==> src/rtl/hzd_pkg.sv <==
package hzd_pkg;
  typedef enum logic [1:0] {
    SEL_RF    = 2'b00,
    SEL_MEMWB = 2'b01,
    SEL_EXMEM = 2'b10
  } fwd_sel_e;
endpackage

==> src/rtl/hzd_fwd_select.sv <==
module hzd_fwd_select
  import hzd_pkg::*;
#(
  parameter int AW = 5
) (
  input  logic          clk_i,
  input  logic          rst_ni,
  input  logic [AW-1:0] src_i,
  input  logic [AW-1:0] mem_rd_i,
  input  logic          mem_we_i,
  input  logic [AW-1:0] wb_rd_i,
  input  logic          wb_we_i,
  output fwd_sel_e      sel_o
);
  localparam logic [AW-1:0] ZERO_REG = '0;

  logic mem_hit, wb_hit;
  assign mem_hit = mem_we_i && (mem_rd_i != ZERO_REG) && (mem_rd_i == src_i);
  assign wb_hit  = wb_we_i  && (wb_rd_i  != ZERO_REG) && (wb_rd_i  == src_i);

  // younger producer first
  always_comb begin
    if (mem_hit)     sel_o = SEL_EXMEM;
    else if (wb_hit) sel_o = SEL_MEMWB;
    else             sel_o = SEL_RF;
  end

  a_r4_exmem_priority: assert property (@(posedge clk_i) disable iff (!rst_ni)
    (mem_we_i && src_i != ZERO_REG && mem_rd_i == src_i) |-> sel_o == SEL_EXMEM);

  a_r3_memwb_path: assert property (@(posedge clk_i) disable iff (!rst_ni)
    (!(mem_we_i && mem_rd_i == src_i) && wb_we_i && src_i != ZERO_REG && wb_rd_i == src_i)
      |-> sel_o == SEL_MEMWB);

  a_r5_no_fwd_r0: assert property (@(posedge clk_i) disable iff (!rst_ni)
    (src_i == ZERO_REG) |-> sel_o == SEL_RF);

  a_r5_no_fwd_wen_low: assert property (@(posedge clk_i) disable iff (!rst_ni)
    (!mem_we_i && !wb_we_i) |-> sel_o == SEL_RF);
endmodule

==> src/rtl/hzd_load_use.sv <==
module hzd_load_use #(
  parameter int AW = 5
) (
  input  logic          clk_i,
  input  logic          rst_ni,
  input  logic [AW-1:0] id_rs_i,
  input  logic [AW-1:0] id_rt_i,
  input  logic [AW-1:0] ex_rd_i,
  input  logic          ex_we_i,
  input  logic          ex_load_i,
  output logic          stall_o
);
  localparam logic [AW-1:0] ZERO_REG = '0;

  logic load_live;
  assign load_live = ex_load_i && ex_we_i && (ex_rd_i != ZERO_REG);
  assign stall_o   = load_live && ((ex_rd_i == id_rs_i) || (ex_rd_i == id_rt_i));

  a_r8_stall_needs_load: assert property (@(posedge clk_i) disable iff (!rst_ni)
    stall_o |-> (ex_load_i && ex_we_i && ex_rd_i != ZERO_REG));

  a_r8_stall_needs_match: assert property (@(posedge clk_i) disable iff (!rst_ni)
    (ex_rd_i != id_rs_i && ex_rd_i != id_rt_i) |-> !stall_o);
endmodule

==> src/rtl/hzd_rf_bypass.sv <==
module hzd_rf_bypass #(
  parameter int AW   = 5,
  parameter int NSRC = 2
) (
  input  logic               clk_i,
  input  logic               rst_ni,
  input  logic [NSRC*AW-1:0] id_src_i,
  input  logic [AW-1:0]      wb_rd_i,
  input  logic               wb_we_i,
  output logic [NSRC-1:0]    byp_o
);
  localparam logic [AW-1:0] ZERO_REG = '0;

  logic wb_live;
  assign wb_live = wb_we_i && (wb_rd_i != ZERO_REG);

  for (genvar g = 0; g < NSRC; g++) begin : g_src
    assign byp_o[g] = wb_live && (id_src_i[g*AW +: AW] == wb_rd_i);
  end

  a_r9_no_r0_bypass: assert property (@(posedge clk_i) disable iff (!rst_ni)
    (wb_rd_i == ZERO_REG || !wb_we_i) |-> byp_o == '0);
endmodule

==> src/rtl/hazard_unit.sv <==
module hazard_unit
  import hzd_pkg::*;
#(
  parameter int AW = 5
) (
  input  logic          clk_i,
  input  logic          rst_ni,
  input  logic [AW-1:0] id_rs_i,
  input  logic [AW-1:0] id_rt_i,
  input  logic [AW-1:0] ex_rs_i,
  input  logic [AW-1:0] ex_rt_i,
  input  logic [AW-1:0] ex_rd_i,
  input  logic          ex_we_i,
  input  logic          ex_load_i,
  input  logic [AW-1:0] mem_rd_i,
  input  logic          mem_we_i,
  input  logic [AW-1:0] wb_rd_i,
  input  logic          wb_we_i,
  output logic [1:0]    fwd_a_o,
  output logic [1:0]    fwd_b_o,
  output logic [1:0]    id_byp_o,
  output logic          pc_hold_o,
  output logic          ifid_hold_o,
  output logic          idex_bubble_o
);
  localparam int NSRC = 2;
  localparam logic [AW-1:0] ZERO_REG = '0;

  logic [NSRC*AW-1:0] ex_src, id_src;
  fwd_sel_e           sel [NSRC];
  logic               stall;

  assign ex_src = {ex_rt_i, ex_rs_i};
  assign id_src = {id_rt_i, id_rs_i};

  for (genvar g = 0; g < NSRC; g++) begin : g_op
    hzd_fwd_select #(.AW(AW)) u_sel (
      .clk_i   (clk_i),
      .rst_ni  (rst_ni),
      .src_i   (ex_src[g*AW +: AW]),
      .mem_rd_i(mem_rd_i),
      .mem_we_i(mem_we_i),
      .wb_rd_i (wb_rd_i),
      .wb_we_i (wb_we_i),
      .sel_o   (sel[g])
    );
  end

  assign fwd_a_o = sel[0];
  assign fwd_b_o = sel[1];

  hzd_load_use #(.AW(AW)) u_lu (
    .clk_i    (clk_i),
    .rst_ni   (rst_ni),
    .id_rs_i  (id_rs_i),
    .id_rt_i  (id_rt_i),
    .ex_rd_i  (ex_rd_i),
    .ex_we_i  (ex_we_i),
    .ex_load_i(ex_load_i),
    .stall_o  (stall)
  );

  assign pc_hold_o     = stall;
  assign ifid_hold_o   = stall;
  assign idex_bubble_o = stall;

  hzd_rf_bypass #(.AW(AW), .NSRC(NSRC)) u_rfb (
    .clk_i   (clk_i),
    .rst_ni  (rst_ni),
    .id_src_i(id_src),
    .wb_rd_i (wb_rd_i),
    .wb_we_i (wb_we_i),
    .byp_o   (id_byp_o)
  );

  a_r7_bubble_on_use: assert property (@(posedge clk_i) disable iff (!rst_ni)
    (ex_load_i && ex_we_i && ex_rd_i != ZERO_REG && (ex_rd_i == id_rs_i || ex_rd_i == id_rt_i))
      |-> (pc_hold_o && ifid_hold_o && idex_bubble_o));

  a_r6_operand_independent: assert property (@(posedge clk_i) disable iff (!rst_ni)
    (ex_rs_i != ex_rt_i && mem_we_i && mem_rd_i == ex_rs_i && ex_rs_i != ZERO_REG)
      |-> (fwd_a_o == 2'b10 && fwd_b_o != 2'b10));
endmodule

==> config.mk <==
export PLATFORM = sky130hd
export DESIGN_NAME = hazard_unit
export DESIGN_NICKNAME = d
export VERILOG_FILES = /design/src/rtl/hzd_pkg.sv /design/src/rtl/hzd_fwd_select.sv /design/src/rtl/hzd_load_use.sv /design/src/rtl/hzd_rf_bypass.sv /design/src/rtl/hazard_unit.sv
export SDC_FILE = /design/constraint.sdc
export NUM_CORES = 1
export LEC_CHECK = 0
export BUFFER_PORTS_ARGS = -buffer_cell sky130_fd_sc_hd__buf_4
export CAP_MARGIN = 20
export CORE_MARGIN = 2
export CORE_UTILIZATION = 43
export DETAILED_ROUTE_END_ITERATION = 16
export GPL_ROUTABILITY_DRIVEN = 0
export GPL_TIMING_DRIVEN = 0
export PLACE_DENSITY = 0.92
export SETUP_SLACK_MARGIN = 0.02
export SLEW_MARGIN = 20
export SYNTH_ARGS = -nofsm -noshare
export SYNTH_HDL_FRONTEND = slang
export SYNTH_SLANG_ARGS = --single-unit
==> constraint.sdc <==
create_clock -name vclk -period 2.7
set_input_delay 0.54 -clock vclk [all_inputs]
set_output_delay 0.54 -clock vclk [all_outputs]
set_load 0.005 [all_outputs]
; Word-level counts from Yosys, hierarchy flattened
; Index checks and enable logic that the tools add are counted.
[totals]
ff_bits = 0
output_inout_bits = 9
[classes]
eq_ne = 8
muxes = 4
n_reduce_logical = 15
[op_table]
columns = cell, count
row1 = == test 5 bit, 8
row2 = nonzero test 5 bit, 3
row3 = logical AND 1 bit, 11
row4 = 2-to-1 mux 2 bit, 2
row5 = 2-to-1 mux 1 bit, 2
row6 = logical OR 1 bit, 1

; Logic depth before layout (Yosys ltp)
[depth]
depth_word = 5
ltp_mapped = 5
ltp_nobuf = 4

; Cells and area by module
; A second synthesis with hierarchy kept.
[unflattened]
cells_unflattened = 77
hier_area_um2 = 589.3
[by_module_without_submodules]
columns = mod, n_inst, cells_per_inst, area_per_inst_um2, seq_area_each_um2
row1 = hzd_fwd_select, 2, 21, 158.9, 0.0
row2 = hzd_load_use, 1, 17, 132.6, 0.0
row3 = hzd_rf_bypass, 1, 16, 123.9, 0.0
row4 = hazard_unit, 1, 2, 15.0, 0.0

; Least setup slack after synthesis
; OpenSTA, ideal clock, no wires.
[synth_timing]
kind = input -> output
start = in mem_rd_i[1]
end = out fwd_a_o[0]
t_arrival_ns = 1.572
required_time_ns = 2.160
path_slack_ns = 0.588
stages = 4
path_buffers = 0
cell_sequence = or4_1 -> o21ai_2 -> nor4_2 -> nor4_2
[synth_between]
elab_chain_len = 4
elab_cells_between_ends = 5
cone_classes = eq/ne: 1 / mux: 1 / reduce/logical: 3
[synth_rtl]
columns = element, line_no
row1 = start: declaration, hazard_unit.sv:15  ; input logic [AW-1:0] mem_rd_i,
row2 = nonzero test 5 bit, hzd_fwd_select.sv:18  ; assign mem_hit = mem_we_i && (mem_rd_i != ZERO_REG) && (mem_rd_i == src_i);
row3 = logical AND 1 bit, hzd_fwd_select.sv:18
row4 = logical AND 1 bit *, hzd_fwd_select.sv:18
row5 = via g_op[0].u_sel.mem_hit, hzd_fwd_select.sv:17  ; logic mem_hit, wb_hit;
row6 = 2-to-1 mux 2 bit *, hzd_fwd_select.sv:23  ; if (mem_hit) sel_o = SEL_EXMEM;
row7 = end: declaration, hazard_unit.sv:19  ; output logic [1:0] fwd_a_o,
; The timed path passes the listed nets; every way through them passes the cells marked *.

; Worst setup path after layout
; Ends and elaborated chain as after synthesis.

==> impl_metrics.tcl <==
set metrics [dict create \
    status "finished clean" \
    grt_max_degree 6 \
    syn_inst 73 \
    grt_usage_pct 22.39 \
    cts_resized 0 \
    synth_area_leaders "xor2_1 34%, xnor2_1 28%, nand3_1 6.2%" \
    core_mm2 0.001269 \
    critPathArrivalTime_ns 1.86 \
    io_buffers 43 \
    startpoint_type "primary input" \
    yosys_warnings 0 \
    nets 159 \
    die_y_um 40.23 \
    path_class "primary input to primary output" \
    powerDensity_mw_per_mm2 146.9 \
    relSlewSlack_pct 74.12 \
    final_hold_viol_count 0 \
    cts_setup_buffers 0 \
    drt-vias-per-instance 4.786 \
    synth.distinct_cells 12 \
    grt_pass1_vias 566 \
    worst_slew_pin_slew_ns 0.3847 \
    routed_wl_um 1667 \
    ff_latch_area_um2 0 \
    finalCriticalPeriod_ns 2.398 \
    synth_fp_nets 114 \
    grt_pass1_wl_um 2518 \
    area_delta_synth_final_pct 60.53 \
    wl_per_cell_um 12.73 \
    seq_area_frac_synth_pct 0 \
    hp-class "primary input to primary output" \
    n_sequential_cell 0 \
    setup_viol 0 \
    rows 13 \
    initial_utilization_pct 44.48 \
    synth.largest_area_cell "xor2_1" \
    p_leak_nw 0.4069 \
    maxSlewViolCount 0 \
    fin_cells 131 \
    overflow 0 \
    io_pins 50 \
    cts_hold_buf 0 \
    dp_hpwl_um 1535 \
    fmax_mhz 416.9 \
    synthesis.area_um2 564.3 \
    synth_commonest_cells "22 x xor2_1, 18 x xnor2_1, 7 x nand3_1" \
    die-area_mm2 0.001618 \
    drive_gt1_share_pct 48.28 \
    drt-pass1-iter-count 4 \
    worst_setup_path_end_kind "primary output" \
    worst_ep_required_time_ns 2.16 \
    place_inst 131 \
    peakVddDrop_mv 0.07920 \
    cp_max_fo 3 \
    period_share_pct 88.83 \
    setup_tns_ns 0 \
    rsz0062_at_grt "false" \
    die_x_um 40.23 \
    drc 0 \
    yosys.area.top_type_share_pct 34.15 \
    num_vias 627 \
    synth.most_common_cell "xor2_1" \
    cap_violations 0 \
    drt_iter0_drc 10 \
    postRouteAntennaNets 0 \
    antenna_found_initial 0 \
    n_antenna_cell 0 \
    clock_buffers 0 \
    avgSynthCellArea_um2 7.730 \
]
## layer usage
| metal | part of all wire (%) | track usage, % | vias up |
|---|---|---|---|
| met2 | 53 | 38.71 | 13 |
| met3 | 4.0 | 0.5556 | 2 |
| met1 | 42 | 31.82 | 279 |
| met4 | 0.72 | 1.667 | 0 |
| met5 | 0 | 0 | - |
| li1 | - | - | 333 |
## cells in the final DEF, fill, tap and decap left out, drive strengths merged
cell     n
nor3     4
nand3    7
buf     52
o21ai    2
nor4     5
xnor2   18
xor2    22
a21oi    1
or4      4
o211ai   1
## through the flow
| stage | util [%] | total power [mW] | hold WS (ns) | setup WS, ns | area, um2 |
|---|---|---|---|---|---|
| after floorplan | - | 0.06580 | 1.193 | 0.5883 | 564.3 |
| after global placement | 71.40 | 0.1277 | 1.450 | 0.3062 | 905.9 |
| after detailed placement | 71.40 | 0.1332 | 1.449 | 0.2893 | 905.9 |
| after CTS | 71.40 | 0.1336 | 1.449 | 0.2924 | 905.9 |
| after global routing | 71.40 | 0.1446 | 1.467 | 0.1924 | 905.9 |
| final | 71.40 | 0.1331 | 1.449 | 0.3016 | 905.9 |
## path summary, 6_finish.rpt
| check | startpoint | end | slack [ns] | depth (start not counted) |
|---|---|---|---|---|
| worst max-delay path | mem_rd_i[1] | fwd_a_o[0] | 0.30 | 6 |
| worst min-delay path | wb_we_i | fwd_b_o[0] | 1.45 | 4 |
## cells by family after synthesis
family	count (synthesis)	synth area share, %
simple gates	20	22.84
buf+inv	9	9.756
compound gates	4	5.322
xor+xnor	40	62.08
## cell type report
class	instances	area, um2
multi-input cells	64	509.2
repair buffers	43	322.8
fillers	109	362.8
well taps	15	18.77
plain buffers	9	55.05
## critical path, stage by stage
cell,delay (ns)
buf_4,0.12
or4_1,0.55
o21ai_2,0.17
nor4_2,0.08
nor4_2,0.26
buf_4,0.15
## power breakdown
part           total (mW)  internal (mW)  switching (mW)  leakage, nW
Sequential              0              0               0            0
Clock                   0              0               0            0
Combinational       0.133         0.0751          0.0579        0.407
Total               0.133         0.0751          0.0579        0.407
No activity file was read; power rests on OpenSTA's default activity.
